**src/rtl/te_pkg.sv**
```systemverilog
`timescale 1ns/1ps
package te_pkg;

  typedef enum logic [1:0] {
    PK_NONE  = 2'd0,
    PK_HORIZ = 2'd1,
    PK_VERT  = 2'd2
  } pulse_kind_e;

  // Class a completed high pulse by its width in cycles.
  function automatic pulse_kind_e classify_width(input int unsigned width,
                                                 input int unsigned vert_min,
                                                 input int unsigned horiz_min);
    if (width >= vert_min)       return PK_VERT;
    else if (width >= horiz_min) return PK_HORIZ;
    else                         return PK_NONE;
  endfunction

  // True when the pulse being counted completes the programmed group.
  function automatic logic hcount_hit(input int unsigned seen,
                                      input int unsigned target);
    int unsigned eff;
    eff = (target == 0) ? 1 : target;
    return (seen + 1) >= eff;
  endfunction

endpackage

```
**src/rtl/te_pin_qual.sv**
```systemverilog
`timescale 1ns/1ps
module te_pin_qual
  import te_pkg::*;
#(
  parameter int WID_W  = 8,
  parameter int HCNT_W = 4
) (
  input  logic              clk,
  input  logic              rst_n,
  input  logic              te_in,
  input  logic [WID_W-1:0]  vs_w,
  input  logic [WID_W-1:0]  hs_w,
  input  logic [HCNT_W-1:0] hs_num,
  input  logic              count_mode,
  output logic              pin_evt
);

  localparam logic [WID_W-1:0] WID_MAX = {WID_W{1'b1}};

  logic              prev_q;
  logic [WID_W-1:0]  hi_q;
  logic [HCNT_W-1:0] hc_q;
  logic              fall;
  logic              group_hit;
  pulse_kind_e       kind;

  assign fall = prev_q & ~te_in;

  always_comb begin
    kind      = classify_width(32'(hi_q), 32'(vs_w), 32'(hs_w));
    group_hit = hcount_hit(32'(hc_q), 32'(hs_num));
  end

  assign pin_evt = fall & (count_mode ? ((kind == PK_HORIZ) & group_hit)
                                      : (kind == PK_VERT));

  always_ff @(posedge clk or negedge rst_n) begin
    if (!rst_n) begin
      prev_q <= 1'b0;
      hi_q   <= '0;
      hc_q   <= '0;
    end else begin
      prev_q <= te_in;
      if (te_in) hi_q <= (hi_q == WID_MAX) ? hi_q : hi_q + 1'b1;
      else       hi_q <= '0;
      if (!count_mode) begin
        hc_q <= '0;
      end else if (fall) begin
        if (kind == PK_VERT)       hc_q <= '0;
        else if (kind == PK_HORIZ) hc_q <= group_hit ? '0 : hc_q + 1'b1;
      end
    end
  end

endmodule

```
**src/rtl/te_chan_ctrl.sv**
```systemverilog
`timescale 1ns/1ps
module te_chan_ctrl #(
  parameter int NUM_PINS = 2,
  parameter int PSEL_W   = 1
) (
  input  logic                clk,
  input  logic                rst_n,
  input  logic                sw_start,
  input  logic                en_set,
  input  logic                line_sel,
  input  logic [PSEL_W-1:0]   pin_sel,
  input  logic                link_trig,
  input  logic                xfer_done,
  input  logic [NUM_PINS-1:0] pin_evt,
  output logic                start_pulse,
  output logic                start_bit,
  output logic                trig_en,
  output logic                busy,
  output logic                trig_irq
);

  logic pin_hit;
  logic arm_hit;
  logic man_hit;
  logic go;

  assign pin_hit = (32'(pin_sel) < NUM_PINS) ? pin_evt[pin_sel] : 1'b0;
  assign arm_hit = trig_en & ~busy & (line_sel ? pin_hit : link_trig);
  assign man_hit = sw_start & ~trig_en & ~start_bit & ~busy;
  assign go      = arm_hit | man_hit;

  always_ff @(posedge clk or negedge rst_n) begin
    if (!rst_n) begin
      start_pulse <= 1'b0;
      start_bit   <= 1'b0;
      trig_en     <= 1'b0;
      busy        <= 1'b0;
      trig_irq    <= 1'b0;
    end else begin
      start_pulse <= go;
      trig_irq    <= link_trig | pin_hit;
      if (busy & xfer_done) begin
        busy      <= 1'b0;
        start_bit <= 1'b0;
        trig_en   <= 1'b0;
      end else begin
        if (go)      busy      <= 1'b1;
        if (man_hit) start_bit <= 1'b1;
        if (en_set & ~sw_start & ~busy & ~start_bit) trig_en <= 1'b1;
      end
    end
  end

endmodule

```
**src/rtl/te_start_ctrl.sv**
```systemverilog
`timescale 1ns/1ps
module te_start_ctrl #(
  parameter int NUM_VC   = 4,
  parameter int NUM_PINS = 2,
  parameter int WID_W    = 8,
  parameter int HCNT_W   = 4,
  parameter int PSEL_W   = (NUM_PINS > 1) ? $clog2(NUM_PINS) : 1
) (
  input  logic                       clk,
  input  logic                       rst_n,
  input  logic [NUM_VC-1:0]          sw_start,
  input  logic [NUM_VC-1:0]          en_set,
  input  logic [NUM_VC-1:0]          line_sel,
  input  logic [NUM_VC*PSEL_W-1:0]   pin_sel,
  input  logic [NUM_VC-1:0]          link_trig,
  input  logic [NUM_VC-1:0]          xfer_done,
  input  logic [NUM_PINS-1:0]        te_pin,
  input  logic [NUM_PINS*WID_W-1:0]  vs_width,
  input  logic [NUM_PINS*WID_W-1:0]  hs_width,
  input  logic [NUM_PINS*HCNT_W-1:0] hs_num,
  input  logic [NUM_PINS-1:0]        count_mode,
  output logic [NUM_VC-1:0]          start_pulse,
  output logic [NUM_VC-1:0]          start_bit,
  output logic [NUM_VC-1:0]          trig_en,
  output logic [NUM_VC-1:0]          busy,
  output logic [NUM_VC-1:0]          trig_irq
);

  // Qualified event of each pin, shared by all channels.
  logic [NUM_PINS-1:0] pin_evt;

  for (genvar p = 0; p < NUM_PINS; p++) begin : g_pin
    te_pin_qual #(.WID_W(WID_W), .HCNT_W(HCNT_W)) u_qual (
      .clk        (clk),
      .rst_n      (rst_n),
      .te_in      (te_pin[p]),
      .vs_w       (vs_width[p*WID_W +: WID_W]),
      .hs_w       (hs_width[p*WID_W +: WID_W]),
      .hs_num     (hs_num[p*HCNT_W +: HCNT_W]),
      .count_mode (count_mode[p]),
      .pin_evt    (pin_evt[p])
    );
  end

  for (genvar c = 0; c < NUM_VC; c++) begin : g_chan
    te_chan_ctrl #(.NUM_PINS(NUM_PINS), .PSEL_W(PSEL_W)) u_chan (
      .clk         (clk),
      .rst_n       (rst_n),
      .sw_start    (sw_start[c]),
      .en_set      (en_set[c]),
      .line_sel    (line_sel[c]),
      .pin_sel     (pin_sel[c*PSEL_W +: PSEL_W]),
      .link_trig   (link_trig[c]),
      .xfer_done   (xfer_done[c]),
      .pin_evt     (pin_evt),
      .start_pulse (start_pulse[c]),
      .start_bit   (start_bit[c]),
      .trig_en     (trig_en[c]),
      .busy        (busy[c]),
      .trig_irq    (trig_irq[c])
    );
  end

endmodule

```
**config.mk**
```make
export PLATFORM = sky130hd
export DESIGN_NAME = te_start_ctrl
export DESIGN_NICKNAME = d
export VERILOG_FILES = /design/src/rtl/te_pkg.sv /design/src/rtl/te_pin_qual.sv /design/src/rtl/te_chan_ctrl.sv /design/src/rtl/te_start_ctrl.sv
export SDC_FILE = /design/constraint.sdc
export NUM_CORES = 1
export LEC_CHECK = 0
export BUFFER_PORTS_ARGS = -buffer_cell sky130_fd_sc_hd__buf_2
export CORE_ASPECT_RATIO = 0.9
export CORE_UTILIZATION = 54
export DETAILED_ROUTE_END_ITERATION = 6
export PLACE_DENSITY = 0.91
export SLEW_MARGIN = 5
export SYNTH_ARGS = -nofsm -noshare
export SYNTH_HDL_FRONTEND = slang
export SYNTH_SLANG_ARGS = --single-unit
```
**constraint.sdc**
```tcl
create_clock -name clk -period 2.6 [get_ports clk]
set_input_delay 0.65 -clock clk [delete_from_list [all_inputs] [get_ports clk]]
set_output_delay 0.65 -clock clk [all_outputs]
set_load 0.005 [all_outputs]
```
# ---- Word-level counts from Yosys, hierarchy flattened
# Cells that the tools add are included.
dict set report word_totals {
  ff_bits 46
  latchBits 0
  mem_bits_rw 0
  rom_bits 0
  inputBits 70
  elab_cells 196
  memories 0
}
dict set report classes {
  n_addsub 6
  mul 0
  div_mod_pow 0
  magnitude_cmp 10
  n_eq_ne 12
  shift 0
  muxes 58
  n_bitwise 68
  reduce_logical 16
}
# cell n
set ops {}
lappend ops {{$ge 32x32->1} 2}
lappend ops {{$mux 4} 12}
lappend ops {{$and 1x1->1} 42}
lappend ops {{$mux 1} 40}
lappend ops {{$ge 8x8->1} 4}
lappend ops {{$mux 8} 4}
lappend ops {{$reduce_bool 2->1} 12}
lappend ops {{$not 1->1} 18}
lappend ops {{$add 8x1->8 const B} 2}
lappend ops {{$eq 8x8->1 const B} 2}
lappend ops {{$add 4x1->5 const B} 2}
lappend ops {{$add 4x1->4 const B} 2}
lappend ops {{$logic_not 4->1} 2}
lappend ops {{$lt 1x2->1 const B} 4}
lappend ops {{$or 1x1->1} 8}
lappend ops {{$ne 3x1->1 const B} 2}
lappend ops {{$eq 2x1->1 const B} 2}
lappend ops {{$eq 2x2->1 const B} 2}
lappend ops {{$mux 2} 2}
lappend ops {{$ne 2x1->1 const B} 2}
lappend ops {{$ne 2x2->1 const B} 2}
lappend ops {{$reduce_and 2->1} 2}

# ---- Longest topological paths before layout
# Gate-level depths: netlist of the first run.
dict set report depth {
  depth_word 14
  ltp_mapped 10
}

# ---- Modules after synthesis
# Synthesis of the first run repeated with hierarchy kept, for this count alone.
dict set report unflattened {
  hier_cells 341
  hier_area_um2 3283.1
}
# module instances cells_each area_each_um2 seq_area_each_um2
set modules_own_cells {}
lappend modules_own_cells {{te_pin_qual at g_pin[1].u_qual} 1 137 1228.7 325.3}
lappend modules_own_cells {{te_pin_qual at g_pin[0].u_qual} 1 128 1183.6 325.3}
lappend modules_own_cells {te_chan_ctrl 4 19 217.7 125.1}

# ---- Least setup slack after synthesis of the first run
# OpenSTA, ideal clock, no wires.
dict set report synth_timing {
  path_kind {input-to-reg}
  from {in hs_num[6]}
  to {reg g_pin[1].u_qual.hc_q[2]}
  setup_time_ns 0.076
  arrival_ns 2.305
  setup_slack_ns 0.219
  cell_stages 9
  path_buffers 0
  path_cell_list {inv_1 -> a31o_2 -> ha_1 -> nand2b_1 -> a211oi_1 -> o21ai_1 -> nor4b_2 -> a21oi_1 -> o21ai_1}
}
dict set report synth_via {
  elab_chain_cells 8
}
# item line
set synth_lines {}
lappend synth_lines {{start, declared} te_start_ctrl.sv:20} ;# input logic [NUM_PINS*HCNT_W-1:0] hs_num,
lappend synth_lines {{$logic_not 4->1} te_pkg.sv:23} ;# eff = (target == 0) ? 1 : target;
lappend synth_lines {{$mux 4 (*)} te_pkg.sv:23}
lappend synth_lines {{$ge 32x32->1 (*)} te_pkg.sv:24} ;# return (seen + 1) >= eff;
lappend synth_lines {{$mux 4 (*) (2 in series)} te_pin_qual.sv:50} ;# else if (kind == PK_HORIZ) hc_q <= group_hit ? '0 : hc_q + 1'b1;
lappend synth_lines {{$mux 4 (*)} te_pin_qual.sv:49} ;# if (kind == PK_VERT) hc_q <= '0;
lappend synth_lines {{$mux 4 (*)} te_pin_qual.sv:48} ;# end else if (fall) begin
lappend synth_lines {{$mux 4 (*)} te_pin_qual.sv:46} ;# if (!count_mode) begin
lappend synth_lines {{end signal, assigned} te_pin_qual.sv:50}
lappend synth_lines {{end, declared} te_pin_qual.sv:22} ;# logic [HCNT_W-1:0] hc_q;
# Mark *: on every way between the ends. The rest lies on a longest branch, timed or not. The select of a mux whose other input is x is not followed.
# A chain may end at the register's enable or synchronous reset.

# ---- Final worst setup path of the first run
dict set report layout_timing {
  from {in hs_num[2]}
  to {reg g_chan[2].u_chan.busy}
}
dict set report layout_via {
  elab_chain_cells 12
}
# item line
set layout_lines {}
lappend layout_lines {{$logic_not 4->1} te_pkg.sv:23}
lappend layout_lines {{$mux 4 (*)} te_pkg.sv:23}
lappend layout_lines {{$ge 32x32->1 (*)} te_pkg.sv:24}
lappend layout_lines {{$and 1x1->1 (*)} te_pin_qual.sv:34} ;# assign pin_evt = fall & (count_mode ? ((kind == PK_HORIZ) & group_hit)
lappend layout_lines {{$mux 1 (*)} te_pin_qual.sv:34}
lappend layout_lines {{$and 1x1->1 (*)} te_pin_qual.sv:34}
lappend layout_lines {{$mux 1 (implied by the code) (*) (2 in series)} te_chan_ctrl.sv:27} ;# assign pin_hit = (32'(pin_sel) < NUM_PINS) ? pin_evt[pin_sel] : 1'b0;
lappend layout_lines {{$mux 1 (*)} te_chan_ctrl.sv:28} ;# assign arm_hit = trig_en & ~busy & (line_sel ? pin_hit : link_trig);
lappend layout_lines {{$and 1x1->1 (*)} te_chan_ctrl.sv:28}
lappend layout_lines {{$or 1x1->1 (*)} te_chan_ctrl.sv:30} ;# assign go = arm_hit | man_hit;
lappend layout_lines {{$reduce_bool 2->1 (no source line) (*)} --}
lappend layout_lines {{end signal, assigned} te_chan_ctrl.sv:37} ;# busy <= 1'b0;
lappend layout_lines {{end signal, assigned} te_chan_ctrl.sv:43} ;# busy <= 1'b0;
lappend layout_lines {{end signal, assigned} te_chan_ctrl.sv:47} ;# if (go) busy <= 1'b1;
lappend layout_lines {{end, declared} te_chan_ctrl.sv:18} ;# output logic busy,
# Marked as above.

==> results of run 1 <==
-- worst min-delay path by stage --
stage / from / to / slack (ns) / cells after the start
6_report: rst_n / g_chan[2].u_chan.trig_irq$_DFF_PN0_ / 0.44 / 2
5_1_grt: rst_n / g_chan[2].u_chan.trig_irq$_DFF_PN0_ / 0.48 / 2
4_1_cts: rst_n / g_chan[3].u_chan.start_pulse$_DFF_PN0_ / 0.46 / 2
3_5_place_dp: g_pin[0].u_qual.hc_q[1]$_DFFE_PN0P_ / g_pin[0].u_qual.hc_q[1]$_DFFE_PN0P_ / 0.54 / 1
3_3_place_gp: g_pin[1].u_qual.hc_q[1]$_DFFE_PN0P_ / g_pin[1].u_qual.hc_q[1]$_DFFE_PN0P_ / 0.52 / 1
2_1_floorplan: rst_n / g_chan[0].u_chan.busy$_DFFE_PN0P_ / 0.35 / 0
-- cell usage in the layout (no fill, tap or decap), types with 5 or more instances in the layout --
cell      count
a31oi_1       8
dfrtp_1      46
or3_1         5
nand3_1      13
nand4_1       7
inv_1        56
clkbuf_8      6
o21ai_0      12
a21o_1        8
nor3_1        5
and3_1        6
buf_2        89
xnor2_1       6
nor2_1       15
a21oi_1      17
ha_1         44
nand2_1      17
nand2b_1      9
o22ai_1       8
-- final cells by class --
cell class | count | area, um2 | area share (%)
inverter | 56 | 210 | 5.43
sequential | 46 | 1150 | 29.7
multi-input combinational | 243 | 1870 | 48.3
timing repair buffer | 91 | 460 | 11.9
tap | 70 | 87.6 | 2.26
clock buffer | 7 | 86.3 | 2.23
clock inverter | 1 | 5.00 | 0.129
-- cells in the mapped netlist, types with 4 or more instances --
library cell | instances | area share, %
a21o_1 | 8 | 1.8
a21oi_1 | 17 | 2.5
a21oi_2 | 4 | 1.0
a22o_1 | 4 | 1.0
a31oi_1 | 8 | 1.5
and2_1 | 4 | 0.74
and3_1 | 6 | 1.1
buf_4 | 20 | 4.4
dfrtp_1 | 46 | 34
ha_1 | 44 | 16
inv_1 | 56 | 6.2
nand2_1 | 17 | 1.9
nand2b_1 | 9 | 1.7
nand3_1 | 13 | 1.9
nand4_1 | 7 | 1.3
nor2_1 | 15 | 1.7
nor2b_1 | 4 | 0.74
nor3_1 | 5 | 0.74
o211a_1 | 4 | 1.2
o21a_1 | 4 | 0.89
o21ai_0 | 12 | 1.8
o21ai_1 | 4 | 0.59
o22ai_1 | 8 | 1.5
o311ai_1 | 4 | 1.0
o31ai_1 | 4 | 0.89
o31ai_2 | 4 | 1.5
or3_1 | 5 | 0.92
xnor2_1 | 6 | 1.6
-- state kept, by name (all words and copies together) (netlist names) --
name	cells
g_chan.u_chan.busy	4
g_pin.u_qual.hc_q	8
g_pin.u_qual.prev_q	2
g_chan.u_chan.trig_en	4
g_chan.u_chan.start_pulse	4
g_chan.u_chan.trig_irq	4
g_chan.u_chan.start_bit	4
g_pin.u_qual.hi_q	16
-- routing by layer --
layer / vias to the layer above / wire length, um
met3: 15 / 249
met2: 74 / 3730
met1: 1359 / 3120
met4: 0 / 149
li1: 1433 / -
met5: - / 0
-- report_power, final --
group          switching (mW)  internal (mW)  leakage, nW
clock                   0.230          0.215       0.0482
combinational           0.292          0.283         1.58
sequential              0.137          0.839        0.591
total                   0.659           1.34         2.21
-- cells by family (layout without fill, tap and decap cells) --
| kind of cell | count (synthesis) | count (layout) | share of synthesized area (%) |
|---|---|---|---|
| multiplexers | 2 | 2 | 0.628 |
| AO/OA/AOI/OAI | 97 | 97 | 21.0 |
| AND/OR/NAND/NOR | 92 | 92 | 15.2 |
| buffers and inverters | 78 | 155 | 10.9 |
| adder cells (fa/ha/maj) | 44 | 44 | 16.2 |
| XOR/XNOR | 8 | 8 | 2.07 |
| flip-flops | 46 | 46 | 34.0 |
-- through the flow --
| stage | std cells | setup slack [ns] |
|---|---|---|
| 2_1_floorplan | 367 | 0.219 |
| 3_3_place_gp | 506 | 0.0473 |
| 3_5_place_dp | 506 | -0.0618 |
| 4_1_cts | 514 | 0.243 |
| 5_1_grt | 514 | 0.0591 |
| 6_report | 514 | 0.250 |
==> impl_metrics.env, run 1 <==
export IMPL_status="completed"
export IMPL_reg2reg_to="g_chan[2].u_chan.busy$_DFFE_PN0P_"
export IMPL_whs_ns=0.444
export IMPL_post_cts_resized=0
export IMPL_finalCriticalPeriod_ns=2.35
export IMPL_synth_seq_area_share_pct=34.0
export IMPL_die_h_um=77.1
export IMPL_final_nets=557
export IMPL_clockBufferDepth=2
export IMPL_core_rowCount=26
export IMPL_start_util_pct=57.9
export IMPL_grt_use_total_pct=23.9
export IMPL_fmax_mhz=426
export IMPL_rsz0062_at_grt="false"
export IMPL_gp_congestion=0.878
export IMPL_p_leak_nw=2.21
export IMPL_postCtsSetupBuffers=0
export IMPL_relSlewSlack_pct=62.2
export IMPL_final_core_util_pct=66.1
export IMPL_max_stage_delay_ns=0.26
export IMPL_path_buf_inv=2
export IMPL_h_tree_depth=2
export IMPL_power_density_nw_per_um2=516
export IMPL_fin_skew_ns=0.00948
export IMPL_wl_per_cell_um=14.1
export IMPL_regToRegStartpoint="g_pin[1].u_qual.hi_q[4]$_DFFE_PN0P_"
export IMPL_drt_first_iter_violations=96
export IMPL_synth_cell_type_count=45
export IMPL_use_met3_pct=4.09
export IMPL_ir_drop_uv=227
export IMPL_cts_inserted_buffers=5
export IMPL_syn_nets=481
export IMPL_area_delta_synth_final_pct=14.2
export IMPL_clock_latency_ns=0.29
export IMPL_finalPower_mw=2.00
export IMPL_synthArstFlopShare_pct=100
export IMPL_vias_per_cell=5.61
export IMPL_ff2ff_path_depth=8
export IMPL_fill_cells=500
export IMPL_crit_start="hs_num[2]"
export IMPL_met2_usage_pct=44.2
export IMPL_finalHoldViolations=0
export IMPL_cp_endpoint="g_chan[2].u_chan.busy$_DFFE_PN0P_"
export IMPL_maxSlewViolCount=0
export IMPL_end_kind="flip-flop"
export IMPL_diodes=0
export IMPL_cts_tree="done"
export IMPL_drt_wl_total_um=7250
export IMPL_dieArea_um2=6600
export IMPL_grt_max_degree=47
export IMPL_syn_area_um2=3390
export IMPL_synth_cells=367
export IMPL_core_um2=5860
export IMPL_final_antenna_net_count=0
export IMPL_path_delay_family="compound AO/OA/AOI/OAI gates"
export IMPL_synth_seq_cells=46
export IMPL_die_x_um=85.5
export IMPL_setup_tns_ns=0
export IMPL_worst_path_stages=11
export IMPL_hold_path_class="primary input to async pin"
export IMPL_critical_path_arrival_ns=2.51
export IMPL_worstPathMaxFanout=4
export IMPL_grt_pass1_wl_um=12800
export IMPL_crit_path_cell_trace="buf_2 > inv_1 > a31o_2 > ha_1 > nand2b_1 > a211oi_1 > o21ai_0 > nand4_1 > a21oi_1 > o31ai_2 > o311ai_1"
export IMPL_regToRegSetupSlack_ns=0.26
export IMPL_start_kind="primary input"
export IMPL_clkTransAtPathRegs_ns=0.09
export IMPL_yosys_warnings=0
export IMPL_setup_viol=0
export IMPL_antenna_found_initial=0
export IMPL_worst_slew_pin_slew_ns=0.567
export IMPL_grt_busiest_layer="met2"
export IMPL_dp_hpwl_um=5840
export IMPL_grt_overflow=0
export IMPL_crit_type="primary input to flip-flop"
export IMPL_via_count=2881
export IMPL_ioPinCount=90
export IMPL_firstDrtPassIters=4
export IMPL_final_area_um2=3870
export IMPL_grt_pass1_vias=2973
export IMPL_cts_root_buf="clkbuf_8"
export IMPL_avgSynthCellArea_um2=9.23
export IMPL_synth_edff_count=0
export IMPL_drc=0
export IMPL_dpl_cell_area_um2=3780
export IMPL_layout_drive_gt1_share_pct=25.7
export IMPL_grtUsageMet1_pct=28.7
export IMPL_clock_sinks=46
export IMPL_required_ns=2.76
export IMPL_period_share_pct=90.4
export IMPL_max_cap_viol_count=0
export IMPL_port_buffers=89
export IMPL_ctsHoldBuffers=0
export IMPL_slowest_stage="ha_1"
export IMPL_synthFlopType="dfrtp_1"
Note: power is estimated with default switching activity, not from simulation.
==> inputs of run 2 (changes only) <==
--- a/config.mk
+++ b/config.mk
@@ -5,11 +5,12 @@
 export SDC_FILE = /design/constraint.sdc
 export NUM_CORES = 1
 export LEC_CHECK = 0
+export ABC_AREA = 1
 export BUFFER_PORTS_ARGS = -buffer_cell sky130_fd_sc_hd__buf_2
 export CORE_ASPECT_RATIO = 0.9
 export CORE_UTILIZATION = 54
 export DETAILED_ROUTE_END_ITERATION = 6
-export PLACE_DENSITY = 0.91
+export PLACE_DENSITY = 0.9
 export SLEW_MARGIN = 5
 export SYNTH_ARGS = -nofsm -noshare
 export SYNTH_HDL_FRONTEND = slang
==> impl_metrics.env, run 2 <==
export IMPL_worst_slew_pin_slew_ns=0.565
export IMPL_final_antenna_net_count=0
export IMPL_fin_skew_ns=0.00475
export IMPL_start_kind="flip-flop"
export IMPL_drt_first_iter_violations=75
export IMPL_end_kind="flip-flop"
export IMPL_avgSynthCellArea_um2=7.65
export IMPL_grt_pass1_wl_um=12700
export IMPL_status="completed"
export IMPL_core_um2=6220
export IMPL_yosys_top_cells_count="98 x inv_1, 77 x nand2_1, 46 x dfrtp_1, 44 x ha_1, 36 x nand3_1"
export IMPL_final_nets=655
export IMPL_synth_edff_count=0
export IMPL_antenna_found_initial=0
export IMPL_crit_type="flip-flop to flip-flop"
export IMPL_area_delta_synth_final_pct=14.8
export IMPL_drt_wl_total_um=7230
export IMPL_synthFlopType="dfrtp_1"
export IMPL_synthArstFlopShare_pct=100
export IMPL_diodes=0
export IMPL_synth_top_cells_by_area="dfrtp_1 32%, ha_1 16%, inv_1 10%"
export IMPL_power_density_nw_per_um2=555
export IMPL_gp_congestion=0.819
export IMPL_wl_per_cell_um=11.5
export IMPL_cts_tree="done"
export IMPL_cts_inserted_buffers=5
export IMPL_yosysMostFrequentCell="inv_1"
export IMPL_drc=0
export IMPL_fmax_mhz=433
export IMPL_layout_common_cells="98 x inv_1, 89 x buf_2, 77 x nand2_1, 46 x dfrtp_1, 44 x ha_1"
export IMPL_dp_hpwl_um=6040
export IMPL_hold_path_class="primary input to async pin"
export IMPL_finalCriticalPeriod_ns=2.31
export IMPL_yosys_warnings=0
export IMPL_syn_nets=578
export IMPL_firstDrtPassIters=4
export IMPL_relSlewSlack_pct=62.4
export IMPL_maxSlewViolCount=0
export IMPL_post_cts_resized=0
export IMPL_port_buffers=89
export IMPL_critical_path_arrival_ns=2.52
export IMPL_period_share_pct=88.8
export IMPL_dieArea_um2=6900
export IMPL_clockBufferDepth=2
export IMPL_ff2ff_path_depth=14
export IMPL_core_rowCount=27
export IMPL_layout_drive_gt1_share_pct=24.4
export IMPL_vias_per_cell=5.03
export IMPL_grt_pass1_vias=3159
export IMPL_synth_seq_cells=46
export IMPL_clock_sinks=46
export IMPL_top_regs="g_pin.u_qual.hi_q (16), g_pin.u_qual.hc_q (8)"
export IMPL_ioPinCount=90
export IMPL_clkTransAtPathRegs_ns=0.09
export IMPL_p_leak_nw=2.45
export IMPL_grt_max_degree=47
export IMPL_multi_input_area_um2=1820
export IMPL_fill_cells=540
export IMPL_clock_latency_ns=0.31
export IMPL_rsz0062_at_grt="false"
export IMPL_setup_viol=0
export IMPL_grt_use_total_pct=23.1
export IMPL_final_area_um2=4080
export IMPL_dpl_cell_area_um2=3960
export IMPL_postCtsSetupBuffers=0
export IMPL_finalHoldViolations=0
export IMPL_synth_cells=464
export IMPL_setup_tns_ns=0
export IMPL_seqCellArea_um2=1150
export IMPL_synth_top_area_share_pct=32.4
export IMPL_grt_overflow=0
export IMPL_worstPathMaxFanout=5
export IMPL_syn_area_um2=3550
export IMPL_start_util_pct=57.1
export IMPL_largest_reg_flops=16
export IMPL_ctsHoldBuffers=0
export IMPL_regMostFlops="g_pin.u_qual.hi_q"
export IMPL_required_ns=2.81
export IMPL_via_count=3166
export IMPL_h_tree_depth=2
export IMPL_cts_root_buf="clkbuf_8"
export IMPL_yosysTopAreaCell="dfrtp_1"
export IMPL_die_x_um=87.5
export IMPL_die_h_um=78.9
export IMPL_synth_seq_area_share_pct=32.4
export IMPL_max_cap_viol_count=0
export IMPL_layout_commonest_cell="inv_1"
export IMPL_ir_drop_uv=264
export IMPL_synth_cell_type_count=34
run 2: cell types whose count changed after synthesis, sizes merged, moves of 8 or more:
| cell | before | now |
|---|---|---|
| o31ai | 9 | 0 |
| nand2b | 10 | 1 |
| nor2 | 15 | 23 |
| nand2 | 17 | 83 |
| nand3 | 13 | 37 |
| inv | 56 | 108 |
| nand4 | 7 | 20 |
| a31oi | 8 | 0 |
run 2: cell type report:
cell class                 instances  share of cell area [%]
sequential                        46                    28.2
clock buffer                       5                    1.69
inverter                         113                    10.5
tap                               87                    2.67
multi-input combinational        285                    44.7
timing repair buffer              90                    11.1
clock inverter                     3                    1.10
run 2: through the flow:
step                      power [mW]  hold slack, ns  utilization (%)  instances  setup WS (ns)
after detailed placement        1.74           0.518             63.7        621          0.311
final                           2.26           0.416             65.6        629          0.292
after floorplan                 1.59           0.354                -        464          0.586
after CTS                       2.28           0.448             65.6        629          0.310
after global placement          1.69           0.493             63.7        621          0.364
after global routing            2.46           0.476             65.6        629          0.127
run 2: final timing paths:
kind / from / to / slack [ns]
worst max-delay path: g_pin[0].u_qual.hc_q[0]$_DFFE_PN0P_ / g_chan[2].u_chan.busy$_DFFE_PN0P_ / 0.29
worst min-delay path: rst_n / g_pin[0].u_qual.hi_q[7]$_DFFE_PN0P_ / 0.42
worst max register to register: g_pin[0].u_qual.hc_q[0]$_DFFE_PN0P_ / g_chan[2].u_chan.busy$_DFFE_PN0P_ / 0.29
worst min register to register: g_pin[0].u_qual.hc_q[1]$_DFFE_PN0P_ / g_pin[0].u_qual.hc_q[1]$_DFFE_PN0P_ / 0.53
max in group asynchronous: rst_n / g_chan[3].u_chan.start_bit$_DFFE_PN0P_ / 1.79
min in group clk: g_pin[0].u_qual.hc_q[1]$_DFFE_PN0P_ / g_pin[0].u_qual.hc_q[1]$_DFFE_PN0P_ / 0.53
run 2: kinds of logic (layout without fill, tap and decap cells):
| group | count (synthesis) | after routing | share of synthesized area (%) |
|---|---|---|---|
| buffers and inverters | 133 | 211 | 16.3 |
| AOI/OAI and AO/OA | 53 | 53 | 9.34 |
| and+or+nand+nor | 184 | 184 | 25.4 |
| adders and majority gates | 44 | 44 | 15.5 |
| xor gates and xnor gates | 4 | 4 | 0.987 |
| DFF | 46 | 46 | 32.4 |
run 2: critical path, stage by stage, from the launching register on:
cell	delay (ns)
dfrtp_1	0.46
nand3_1	0.13
xor2_1	0.23
inv_1	0.08
ha_1	0.33
a21oi_1	0.16
nand4_1	0.16
nand2_1	0.12
nand2_2	0.08
nand4_1	0.11
nand3_1	0.08
nand2_1	0.08
nand3_1	0.08
nand2_1	0.06
inv_1	0.04
run 2: power by group:
part / switching (mW) / total, mW / internal, mW
sequential: 0.103 / 0.969 / 0.866
clock: 0.256 / 0.542 / 0.286
combinational: 0.425 / 0.751 / 0.326
total: 0.784 / 2.26 / 1.48
run 2: routing by layer:
layer	global-route usage, %	wire length, um
met3	5.09	364
met4	6.89	123
met2	43.0	3560
met1	26.2	3180
met5	0	0
==> inputs of run 3 (changes only) <==
--- a/config.mk
+++ b/config.mk
@@ -6,11 +6,12 @@
 export NUM_CORES = 1
 export LEC_CHECK = 0
 export ABC_AREA = 1
-export BUFFER_PORTS_ARGS = -buffer_cell sky130_fd_sc_hd__buf_2
 export CORE_ASPECT_RATIO = 0.9
-export CORE_UTILIZATION = 54
+export CORE_UTILIZATION = 55
 export DETAILED_ROUTE_END_ITERATION = 6
-export PLACE_DENSITY = 0.9
+export DONT_BUFFER_PORTS = 1
+export PLACE_DENSITY = 0.79
+export RECOVER_POWER = 25
 export SLEW_MARGIN = 5
 export SYNTH_ARGS = -nofsm -noshare
 export SYNTH_HDL_FRONTEND = slang
==> impl_metrics.env, run 3 (same netlist as run 2, synthesis figures left out) <==
export IMPL_status="completed"
export IMPL_cts_tree="done"
export IMPL_crit_type="flip-flop to flip-flop"
export IMPL_via_count=2806
export IMPL_p_leak_nw=2.09
export IMPL_layout_commonest_cell="inv_1"
export IMPL_rsz0062_at_grt="false"
export IMPL_final_antenna_net_count=0
export IMPL_clkTransAtPathRegs_ns=0.08
export IMPL_finalPower_mw=1.99
export IMPL_required_ns=2.79
export IMPL_routed_wl_met3_um=380
export IMPL_area_delta_synth_final_pct=1.44
export IMPL_clock_sinks=46
export IMPL_cts_inserted_buffers=5
export IMPL_regMostFlops="g_pin.u_qual.hi_q"
export IMPL_drt_wl_total_um=6680
export IMPL_wl_met1_um=3170
export IMPL_maxSlewViolCount=0
export IMPL_h_tree_depth=2
export IMPL_final_nets=565
export IMPL_largest_reg_flops=16
export IMPL_grt_pass1_wl_um=11600
export IMPL_start_kind="flip-flop"
export IMPL_topRoutingLayerUsed="met4"
export IMPL_finalCriticalPeriod_ns=2.31
export IMPL_fill_cells=547
export IMPL_fin_skew_ns=0.00805
export IMPL_max_cap_viol_count=0
export IMPL_die_x_um=86.7
export IMPL_period_share_pct=88.8
export IMPL_grt_max_degree=47
export IMPL_multi_input_area_um2=1820
export IMPL_cts_root_buf="clkbuf_8"
export IMPL_vias_per_cell=5.21
export IMPL_dp_hpwl_um=5500
export IMPL_clock_latency_ns=0.29
export IMPL_setup_viol=0
export IMPL_top_regs="g_pin.u_qual.hi_q (16), g_pin.u_qual.hc_q (8)"
export IMPL_power_density_nw_per_um2=552
export IMPL_layout_common_cells="98 x inv_1, 77 x nand2_1, 45 x dfrtp_1, 44 x ha_1, 36 x nand3_1"
export IMPL_hold_path_class="primary input to async pin"
export IMPL_relSlewSlack_pct=70.7
export IMPL_grt_pass1_vias=2754
export IMPL_core_um2=6180
export IMPL_worst_slew_pin_slew_ns=0.438
export IMPL_wl_per_cell_um=12.4
export IMPL_core_rowCount=27
export IMPL_antenna_found_initial=0
export IMPL_drc=0
export IMPL_clockBufferDepth=2
export IMPL_die_h_um=78.2
export IMPL_port_buffers=0
export IMPL_seqCellArea_um2=1150
export IMPL_worstPathMaxFanout=5
export IMPL_critical_path_arrival_ns=2.50
export IMPL_grt_use_total_pct=21.5
export IMPL_end_kind="flip-flop"
export IMPL_gp_congestion=0.796
export IMPL_setup_tns_ns=0
export IMPL_finalHoldViolations=0
export IMPL_diodes=0
export IMPL_layout_drive_gt1_share_pct=9.29
export IMPL_ff2ff_path_depth=14
export IMPL_ir_drop_uv=582
export IMPL_postCtsSetupBuffers=0
export IMPL_routed_wl_met2_um=3080
export IMPL_firstDrtPassIters=4
export IMPL_ioPinCount=90
export IMPL_start_util_pct=57.4
export IMPL_drt_first_iter_violations=96
export IMPL_grt_overflow=0
export IMPL_dieArea_um2=6780
export IMPL_fmax_mhz=433
run 3: changes by cell type in the layout (fill, tap and decap cells not counted):
cell,before,now
buf_4,1,0
clkbuf_1,0,1
bufinv_16,1,0
clkinvlp_4,2,0
clkbuf_8,5,6
buf_2,89,0
dfrtp_1,46,45
dfrtp_2,0,1
clkinv_2,0,1
run 3: power by group:
part,internal (mW),switching (mW),leakage [nW]
logic,0.212,0.325,1.44
registers,0.869,0.144,0.595
clock network,0.215,0.225,0.0482
total,1.30,0.694,2.09
run 3: cell type report:
cell class	instances	area share (%)
sequential	46	32.0
clock inverter	1	0.139
inverter	113	11.9
clock buffer	7	2.40
tap	87	3.02
multi-input combinational	285	50.5
run 3: worst max-delay path, cell delays in order (launching register included):
cell     delay [ns]
dfrtp_2        0.46
nand3_1        0.11
xor2_1         0.27
inv_1          0.09
ha_1           0.33
a21oi_1        0.16
nand4_1        0.14
nand2_1        0.11
nand2_2        0.10
nand4_1        0.13
nand3_1        0.08
nand2_1        0.08
nand3_1        0.06
nand2_1        0.06
inv_1          0.04
run 3: per-layer routing:
| layer | global-route usage (%) | up-vias |
|---|---|---|
| met3 | 4.84 | 7 |
| met5 | 0 | - |
| met1 | 27.1 | 1276 |
| met2 | 37.2 | 75 |
| li1 | - | 1448 |
| met4 | 5.33 | 0 |
run 3: per-stage QoR:
step | hold slack [ns] | std cells | utilization [%] | setup WS, ns | cell area [um2]
final | 0.0453 | 539 | 58.3 | 0.290 | 3600
after global routing | 0.0228 | 539 | 58.3 | 0.00982 | 3600
after CTS | 0.0313 | 539 | 58.2 | 0.256 | 3600
after detailed placement | 0.355 | 531 | 56.8 | 0.288 | 3510
after global placement | 0.355 | 531 | 56.8 | 0.393 | 3510
after floorplan | 0.354 | 464 | - | 0.586 | 3550
run 3: path summary, 6_finish.rpt:
check / from / to / slack [ns]
max reg2reg: g_pin[0].u_qual.hc_q[0]$_DFFE_PN0P_ / g_chan[3].u_chan.busy$_DFFE_PN0P_ / 0.29
min in group clk: te_pin[1] / g_pin[1].u_qual.prev_q$_DFF_PN0_ / 0.38
min reg2reg: g_pin[0].u_qual.hc_q[0]$_DFFE_PN0P_ / g_pin[0].u_qual.hc_q[0]$_DFFE_PN0P_ / 0.54
max: g_pin[0].u_qual.hc_q[0]$_DFFE_PN0P_ / g_chan[3].u_chan.busy$_DFFE_PN0P_ / 0.29
min: rst_n / g_pin[0].u_qual.hi_q[1]$_DFFE_PN0P_ / 0.05
max in group asynchronous: rst_n / g_pin[0].u_qual.hc_q[0]$_DFFE_PN0P_ / 2.46
run 3: repair_timing:
item	CTS	global route
hold buffers	0	0
endpoints found under the setup margin	0	3
resized for setup	0	1
